$ cat src/rtl/eirq_pkg.sv
package eirq_pkg;
  typedef enum logic {
    REQ_LEVEL = 1'b0,
    REQ_PULSE = 1'b1
  } req_style_e;
endpackage

$ cat src/rtl/eirq_sync.sv
module eirq_sync #(
  parameter int W      = 6,
  parameter int STAGES = 2
) (
  input  logic         clk_i,
  input  logic         rst_ni,
  input  logic [W-1:0] d_i,
  output logic [W-1:0] q_o
);
  logic [W-1:0] stage_q [STAGES];

  always_ff @(posedge clk_i or negedge rst_ni) begin
    if (!rst_ni) begin
      for (int s = 0; s < STAGES; s++) stage_q[s] <= '0;
    end else begin
      stage_q[0] <= d_i;
      for (int s = 1; s < STAGES; s++) stage_q[s] <= stage_q[s-1];
    end
  end

  assign q_o = stage_q[STAGES-1];
endmodule

$ cat src/rtl/eirq_latch.sv
module eirq_latch #(
  parameter int W = 6
) (
  input  logic         clk_i,
  input  logic         rst_ni,
  input  logic [W-1:0] lvl_i,
  input  logic         wr_i,
  input  logic [W-1:0] wmask_i,
  output logic [W-1:0] en_o,
  output logic [W-1:0] status_o
);
  logic [W-1:0] prev_q, en_q, st_q;
  logic [W-1:0] rise, en_d;

  assign rise = lvl_i & ~prev_q;
  // a write takes effect this edge; a bit being disabled drops any edge
  assign en_d = wr_i ? wmask_i : en_q;

  always_ff @(posedge clk_i or negedge rst_ni) begin
    if (!rst_ni) begin
      prev_q <= '0;
      en_q   <= '0;
      st_q   <= '0;
    end else begin
      prev_q <= lvl_i;
      en_q   <= en_d;
      st_q   <= en_d & (st_q | (rise & en_q));
    end
  end

  assign en_o     = en_q;
  assign status_o = st_q;
endmodule

$ cat src/rtl/eirq_req.sv
module eirq_req #(
  parameter int                      W         = 6,
  parameter eirq_pkg::req_style_e    REQ_STYLE = eirq_pkg::REQ_LEVEL
) (
  input  logic         clk_i,
  input  logic         rst_ni,
  input  logic [W-1:0] status_i,
  output logic         irq_o
);
  logic any_set;
  assign any_set = |status_i;

  if (REQ_STYLE == eirq_pkg::REQ_PULSE) begin : g_pulse
    logic any_q;
    always_ff @(posedge clk_i or negedge rst_ni) begin
      if (!rst_ni) any_q <= 1'b0;
      else         any_q <= any_set;
    end
    assign irq_o = any_set & ~any_q;
  end else begin : g_level
    assign irq_o = any_set;
  end
endmodule

$ cat src/rtl/eirq_reg.sv
module eirq_reg #(
  parameter int                   NUM_SRC     = 6,
  parameter int                   DATA_W      = 8,
  parameter int                   ADDR_W      = 5,
  parameter logic [ADDR_W-1:0]    REG_ADDR    = ADDR_W'('h1E),
  parameter int                   SYNC_STAGES = 2,
  parameter eirq_pkg::req_style_e REQ_STYLE   = eirq_pkg::REQ_LEVEL
) (
  input  logic               clk_i,
  input  logic               rst_ni,
  input  logic [NUM_SRC-1:0] src_i,
  input  logic               bus_sel_i,
  input  logic               bus_we_i,
  input  logic [ADDR_W-1:0]  bus_addr_i,
  input  logic [DATA_W-1:0]  bus_wdata_i,
  output logic [DATA_W-1:0]  bus_rdata_o,
  output logic               irq_o
);
  localparam int PAD_W = DATA_W - NUM_SRC;

  logic               hit, wr, rd;
  logic [NUM_SRC-1:0] src_sync;
  logic [NUM_SRC-1:0] en_vec, status_vec;

  assign hit = bus_sel_i && (bus_addr_i == REG_ADDR);
  assign wr  = hit &&  bus_we_i;
  assign rd  = hit && !bus_we_i;

  eirq_sync #(.W(NUM_SRC), .STAGES(SYNC_STAGES)) i_sync (
    .clk_i (clk_i),
    .rst_ni(rst_ni),
    .d_i   (src_i),
    .q_o   (src_sync)
  );

  eirq_latch #(.W(NUM_SRC)) i_latch (
    .clk_i   (clk_i),
    .rst_ni  (rst_ni),
    .lvl_i   (src_sync),
    .wr_i    (wr),
    .wmask_i (bus_wdata_i[NUM_SRC-1:0]),
    .en_o    (en_vec),
    .status_o(status_vec)
  );

  eirq_req #(.W(NUM_SRC), .REQ_STYLE(REQ_STYLE)) i_req (
    .clk_i   (clk_i),
    .rst_ni  (rst_ni),
    .status_i(status_vec),
    .irq_o   (irq_o)
  );

  assign bus_rdata_o = rd ? {{PAD_W{1'b0}}, status_vec} : '0;
endmodule

$ cat config.mk
export PLATFORM = sky130hd
export DESIGN_NAME = eirq_reg
export DESIGN_NICKNAME = d
export VERILOG_FILES = /design/src/rtl/eirq_pkg.sv /design/src/rtl/eirq_sync.sv /design/src/rtl/eirq_latch.sv /design/src/rtl/eirq_req.sv /design/src/rtl/eirq_reg.sv
export SDC_FILE = /design/constraint.sdc
export NUM_CORES = 1
export LEC_CHECK = 0
export ABC_AREA = 1
export ABC_CLOCK_PERIOD_IN_PS = 800
export BUFFER_PORTS_ARGS = -buffer_cell sky130_fd_sc_hd__buf_4
export CAP_MARGIN = 20
export CORE_UTILIZATION = 50
export CTS_CLUSTER_DIAMETER = 100
export DETAILED_ROUTE_END_ITERATION = 10
export HOLD_SLACK_MARGIN = 0.06
export PLACE_DENSITY_LB_ADDON = 0.25
export SLEW_MARGIN = 20
export SYNTH_ARGS = -nofsm -noshare
export SYNTH_HDL_FRONTEND = slang
export SYNTH_SLANG_ARGS = --single-unit
$ cat constraint.sdc
create_clock -name clk_i -period 0.8 [get_ports clk_i]
set_input_delay 0.04 -clock clk_i [delete_from_list [all_inputs] [get_ports clk_i]]
set_output_delay 0.04 -clock clk_i [all_outputs]
set_load 0.05 [all_outputs]
==> results of run 1 <==
## final cells by class
cell class / count / area, sq um / share of cell area
Timing Repair Buffer: 44 / 404 / 0.229
Inverter: 32 / 139 / 0.0787
Clock buffer: 6 / 51.3 / 0.0291
Tap cell: 28 / 35.0 / 0.0198
Sequential cell: 30 / 751 / 0.425
Multi-Input combinational cell: 58 / 385 / 0.218
## metrics by stage
step / cells / hold WS, ns / TNS (ns) / power [uW]
after global placement: 179 / -0.0217 / -3.10 / 2360
after floorplan: 123 / -0.256 / -0.376 / 2190
after detailed placement: 179 / -0.0157 / -3.43 / 2390
after global routing: 198 / 0.102 / -2.76 / 3590
final: 198 / 0.0815 / -2.30 / 3420
after CTS: 197 / 0.0640 / -2.43 / 3370
## report_power, final
group | switching [uW] | total, uW | leakage [uW] | internal, uW
registers | 95.3 | 1780 | 0.000333 | 1690
logic | 452 | 798 | 0.000582 | 346
clock network | 446 | 841 | 0.0000302 | 395
total | 993 | 3420 | 0.000945 | 2430
## critical path, cell delays in order, from the launching register on
cell and delay, ns:
dfrtp_1 0.41, nor4_2 0.31, nand3_2 0.12, buf_6 0.16
## worst max-delay path by stage
| stage | from | to | slack, ns | cells past startpoint |
|---|---|---|---|---|
| 2_1_floorplan | i_latch.status_o[2] | irq_o | -0.18 | 2 |
| 3_3_place_gp | i_latch.status_o[2] | irq_o | -0.19 | 3 |
| 3_5_place_dp | i_latch.status_o[2] | irq_o | -0.24 | 3 |
| 4_1_cts | i_latch.status_o[5] | irq_o | -0.58 | 3 |
| 5_1_grt | i_latch.status_o[2] | irq_o | -0.62 | 3 |
| 6_report | i_latch.status_o[2] | irq_o | -0.55 | 3 |
## flip-flops by register name, indices dropped and copies added (netlist names)
register          count
i_latch.prev_q        6
i_sync.q_o            6
i_sync.stage_q        6
i_latch.en_o          6
i_latch.status_o      6
## timing repair
item	in CTS	in global routing
setup endpoints to repair	9	15
hold endpoints to repair	38	0
gates resized for setup	18	15
hold buffers	9	0
pin swaps	7	15
setup buffers	3	2
## layer usage
layer  track usage  wire, um  vias up  part of all wire
li1              -         -      449                 -
met1         0.221       868      429              0.37
met2         0.353      1260       33              0.54
met3        0.0788       137       10             0.059
met4        0.0926        60        0             0.026
met5             0         0        -                 0
## cells by family (layout without fill, tap and decap cells)
| logic type | count (synthesis) | after routing | synth area share |
|---|---|---|---|
| DFF | 30 | 30 | 0.636 |
| and+or+nand+nor | 56 | 56 | 0.243 |
| other | 1 | 2 | 0.00317 |
| buffers and inverters | 35 | 82 | 0.119 |
## layout by cell type (no fill, tap or decap)
cell,instances
buf_4,26
nor2_2,9
dfrtp_1,30
nor4_2,1
buf_6,5
nand2_2,3
inv_1,17
nand3_4,1
nand3b_4,1
clkbuf_4,5
inv_4,1
inv_2,13
conb_1,2
clkbuf_8,1
buf_8,4
nor2_8,1
nor2_4,6
nand2_1,23
inv_16,1
nand3_2,1
dlymetal6s4s_1,1
nor2_1,3
dlygate4sd3_1,8
nand2_8,1
nand4_1,6
==> metrics.cfg, run 1 <==
[outcome]
status=finished, violations left
failed_checks=setup timing

[yosys]
ys_seq_area_frac=0.636
synth_common_cells=31 x inv_1, 30 x dfrtp_1, 25 x nand2_1, 12 x nor2_1
netlist_area_sq_um=1180
synth_top_area_frac=0.636
synth_ff_type=dfrtp_1
postSynth.asyncResetShare=1.00
yosysMostFrequentCell=inv_1
syn_inst=122
synth_area_leader_cell=dfrtp_1
yosys_warnings=0
yosys_register_bits=30
synth_edf_count=0
syn_avg_cell_area_sq_um=9.68
synth_area_leaders=dfrtp_1 64%, inv_1 9.9%, nand2_1 7.9%, nor2_1 3.8%, nand4_1 3.2%
synth_cell_types=16

[die]
core_sq_um=2210
rows=17
die_area_sq_um=2560
die_w_um=50.6
io_pins=32
die_y_um=50.6
start_util=0.534

[worst_setup_path]
timing.rr.end=i_latch.status_o[1]
required_ns=0.76
critPathMaxFanout=2
worst_setup_path_end_kind=output port
arrival_ns=1.31
startpoint_type=flop
worst-r2r-cell-count=6
crit_type=flop to output port
r2r_start=i_latch.status_o[1]
rrSetupSlack_ns=-0.15

[clock_network]
numCtsBuffers=5
cts_buffer_depth=2
insertion_delay_ns=0.31
htreeDepth=2
clockRootBuffer=clkbuf_4
cts.reportedPaths.clkPinSlew_ns=0.08
tritoncts=done
clkSinkCount=30

[timing]
min_period_ns=1.35
finalSetupViolations=10
final.setup_skew_ns=0.00679
hold_viol_final=0
fmax_ghz=0.741
fin_ws_ns=-0.550
rsz0062_at_grt=true
slew_viol_final=0
period_share=1.69

[worst_hold_path]
hold-path-cell-count=5
worstHoldStart=bus_wdata_i[2]
min_to=i_latch.en_o[2]
holdCritPathClass=primary input to flop

[cells_and_area]
final_util=0.798
nets=194
design_area_sq_um=1770
antenna_cells=0
fillerInstances=137
area_delta_synth_final_pct=49.5
drive_gt1_frac=0.471

[power_and_ir_drop]
irDropWorstVdd_v=0.00180
p_leak_uw=0.000945
powerDensity_nw_per_um2=1940

[placed_design]
port_buffers=27
dp_slack_ns=-0.240
dpl_cell_area_sq_um=1530
routabilityCongestion=0.713
dp_hpwl_um=1520

[grt]
grt_usage=0.205
grt_pass1_vias=896
antenna_found_initial=0
grt_max_degree=31
grt_pass1_wl_um=3670
grt.overflow.total=0

[drt]
drc=0
wl_um=2330
route.vias.total=921
avgRoutedWirePerCell_um=11.7
antenna_left=0
via_per_inst=4.65
dr.pass1.iters=4
drt_iter0_drc=10

[flow_run]
cap_viol_max_count=0

No activity file was read; power rests on OpenSTA's default activity.
==> run 2: changes to the inputs <==
--- a/config.mk
+++ b/config.mk
@@ -16,2 +16,3 @@
 export PLACE_DENSITY_LB_ADDON = 0.25
+export RECOVER_POWER = 50
 export SLEW_MARGIN = 20
==> constraint.sdc (replaced) <==
create_clock -name clk_i -period 0.8 [get_ports clk_i]
set_input_delay 0 -clock clk_i [delete_from_list [all_inputs] [get_ports clk_i]]
set_output_delay 0 -clock clk_i [all_outputs]
set_load 0.05 [all_outputs]
==> run 2 against run 1 <==
Against the previous run:
- the flow still finishes with violations (setup timing)
- worst setup slack better by 0.054 ns
- sequential share of layout area down 0.060 points
- utilization up 0.11 points
- global-route usage up 2.4 points
- highest routed layer unchanged
- register-to-register slack better by 0.03 ns
- sequential cell count unchanged
- maximum frequency up 4.1%
- critical path depth unchanged
- final area up 0.14%
- count of clock-buffer cells in the layout unchanged
- sequential power about the same
- clock skew down 0.0025 ns
==> metrics.cfg, run 2 (synthesis gave the netlist of run 1 again) <==
[worst_setup_path]
crit_start=i_latch.status_o[2]
path_buf_inv=1  ; unchanged
cp_slowest_cell=dfrtp_1
critPathMaxFanout=2  ; unchanged
worstPathCellList=nor4_2 -> nand3_2 -> buf_6
startpoint_type=flop
cpPeakStageDelay_ns=0.40  ; about the same
required_ns=0.80  ; +0.04 ns
arrival_ns=1.30  ; about the same
r2r_start=i_latch.status_o[1]
worst_setup_path_end_kind=output port
rrSetupSlack_ns=-0.12  ; +0.03 ns
crit_type=flop to output port
crit_family=simple AND/OR/NAND/NOR gates

[power_and_ir_drop]
clkPwrFrac=0.260  ; +0.014
totalPowerFinal_uw=3520  ; +3.1%
powerDensity_nw_per_um2=1990  ; +2.9%
internal-power_uw=2500  ; +3.1%
seqPwrFrac=0.505  ; -0.016
combinationalPowerShare=0.235  ; +0.002
p_leak_uw=0.000942  ; -0.36%
sw_frac_of_total=0.290  ; about the same
switchingPower_uw=1020  ; +3.0%
irDropWorstVdd_v=0.00184  ; +2.3%

[flow_run]
cap_viol_max_count=0  ; unchanged

[worst_hold_path]
holdCritPathClass=primary input to flop
worstHoldStart=bus_sel_i

[cells_and_area]
final_util=0.799  ; +0.00113
mostFrequentLayoutCells=30 x dfrtp_1, 21 x buf_4, 20 x inv_1, 20 x nand2_1
area_delta_synth_final_pct=49.7
nets=201  ; +3.6%
fillerInstances=134  ; -2.2%
final-instance-count-excl-fill=207  ; +4.5%
antenna_cells=0  ; unchanged
final_common_cell=dfrtp_1
design_area_sq_um=1770  ; +0.14%
drive_gt1_frac=0.469  ; -0.00131

[grt]
grt_pass1_wl_um=3950  ; +7.7%
grt_usage=0.229  ; +0.0239
antenna_found_initial=0  ; unchanged
grt_max_degree=31  ; unchanged
grt.overflow.total=0  ; unchanged
grt_pass1_vias=893  ; -0.33%

[timing]
max_slew.worst_pin.slew_ns=0.638
min_period_ns=1.30  ; -0.0537 ns
maxSlewHeadroom=0.575
final.setup_skew_ns=0.00431  ; -0.00249 ns
rsz0062_at_grt=true
slew_viol_final=0  ; unchanged
finalSetupViolations=12  ; +2
whs_ns=0.170  ; +0.0885 ns
fin_ws_ns=-0.496  ; +0.0537 ns
hold_viol_final=0  ; unchanged
fmax_ghz=0.771  ; +4.1%
period_share=1.62  ; -0.0672

[clock_network]
insertion_delay_ns=0.32  ; about the same
clockRootBuffer=clkbuf_4
htreeDepth=2  ; unchanged
clkSinkCount=30  ; unchanged
tritoncts=done
cts_buffer_depth=2  ; unchanged
numCtsBuffers=5  ; unchanged
cts.reportedPaths.clkPinSlew_ns=0.09  ; about the same

[die]
rows=17  ; unchanged
die_w_um=50.6  ; unchanged
start_util=0.534  ; unchanged
die_y_um=50.6  ; unchanged
io_pins=32  ; unchanged
core_sq_um=2210  ; unchanged
die_area_sq_um=2560  ; unchanged

[placed_design]
dp_cells=180  ; +0.56%
dpl_cell_area_sq_um=1470  ; -4.0%
port_buffers=27  ; unchanged
routabilityCongestion=0.749  ; +5.0%
dp_hpwl_um=1550  ; +2.0%

[drt]
drt_iter0_drc=15  ; +5
drc=0  ; unchanged
avgRoutedWirePerCell_um=11.7  ; -0.11%
via_per_inst=4.55  ; -2.2%
route.vias.total=942  ; +2.3%
dr.pass1.iters=4  ; unchanged
antenna_left=0  ; unchanged
wl_um=2430  ; +4.4%

[outcome]
status=finished, violations left
failed_checks=setup timing

==> run 2: changes by cell type in the layout (fill, tap and decap cells not counted), moves of 4 or more <==
cell / before / now
nor2_4: 6 / 1
buf_4: 26 / 21
buf_8: 4 / 0
buf_6: 5 / 10
nand2_2: 3 / 7
nor2_2: 9 / 13
dlygate4sd3_1: 8 / 13
clkbuf_4: 5 / 11
==> run 2: layout make-up <==
| type | instances | area [sq um] | area share |
|---|---|---|---|
| Timing Repair Buffer | 51 | 450 | 0.255 |
| Multi-Input combinational cell | 58 | 343 | 0.194 |
| Clock inverter | 2 | 12.5 | 0.00708 |
| Sequential cell | 30 | 751 | 0.425 |
| Clock buffer | 6 | 51.3 | 0.0290 |
| Tap cell | 28 | 35.0 | 0.0198 |
| Inverter | 32 | 125 | 0.0708 |
==> run 2: worst reg2reg max path, cell delays in order (launching register included) <==
cell and delay, ns:
dfrtp_1 0.40, buf_4 0.15, inv_4 0.05, buf_4 0.09
nand2_1 0.05, inv_2 0.05, nor2_2 0.03
==> run 2: power groups by stage <==
stage / sequential, uW / combinational, uW / clock, uW
2_1_floorplan: 1770 / 370 / 0
3_3_place_gp: 1780 / 525 / 0
3_5_place_dp: 1790 / 542 / 0
4_1_cts: 1770 / 719 / 954
5_1_grt: 1800 / 905 / 1030
6_report: 1780 / 829 / 916
==> run 2: what timing repair did <==
item	CTS	global route
hold buffers	13	0
hold endpoints to repair	47	0
pin swaps	6	11
endpoints found under the setup margin	8	15
resized for setup	14	17
cloned	0	0
setup buffers	5	2
==> run 2: final timing paths <==
path / end / cells after the start
setup reg to reg: i_latch.status_o[1] / 6
max in group asynchronous: i_latch.prev_q[4] / 2
setup / recovery: irq_o / 3
hold reg to reg: i_sync.q_o[0] / 0
hold / removal: i_latch.en_o[4] / 6
min in group asynchronous: i_sync.stage_q[11] / 2
==> run 2: metrics by stage <==
stage | TNS (ns) | setup slack [ns]
5_1_grt | -2.94 | -0.576
4_1_cts | -2.18 | -0.516
2_1_floorplan | -0.814 | -0.137
3_5_place_dp | -1.55 | -0.168
3_3_place_gp | -1.21 | -0.162
6_report | -2.24 | -0.496
==> run 2: per-layer routing <==
layer,vias to the layer above,GRT usage,share of wire
met4,0,0.111,0.010
li1,461,-,-
met3,2,0.0939,0.052
met1,453,0.251,0.39
met2,26,0.382,0.55
met5,-,0,0
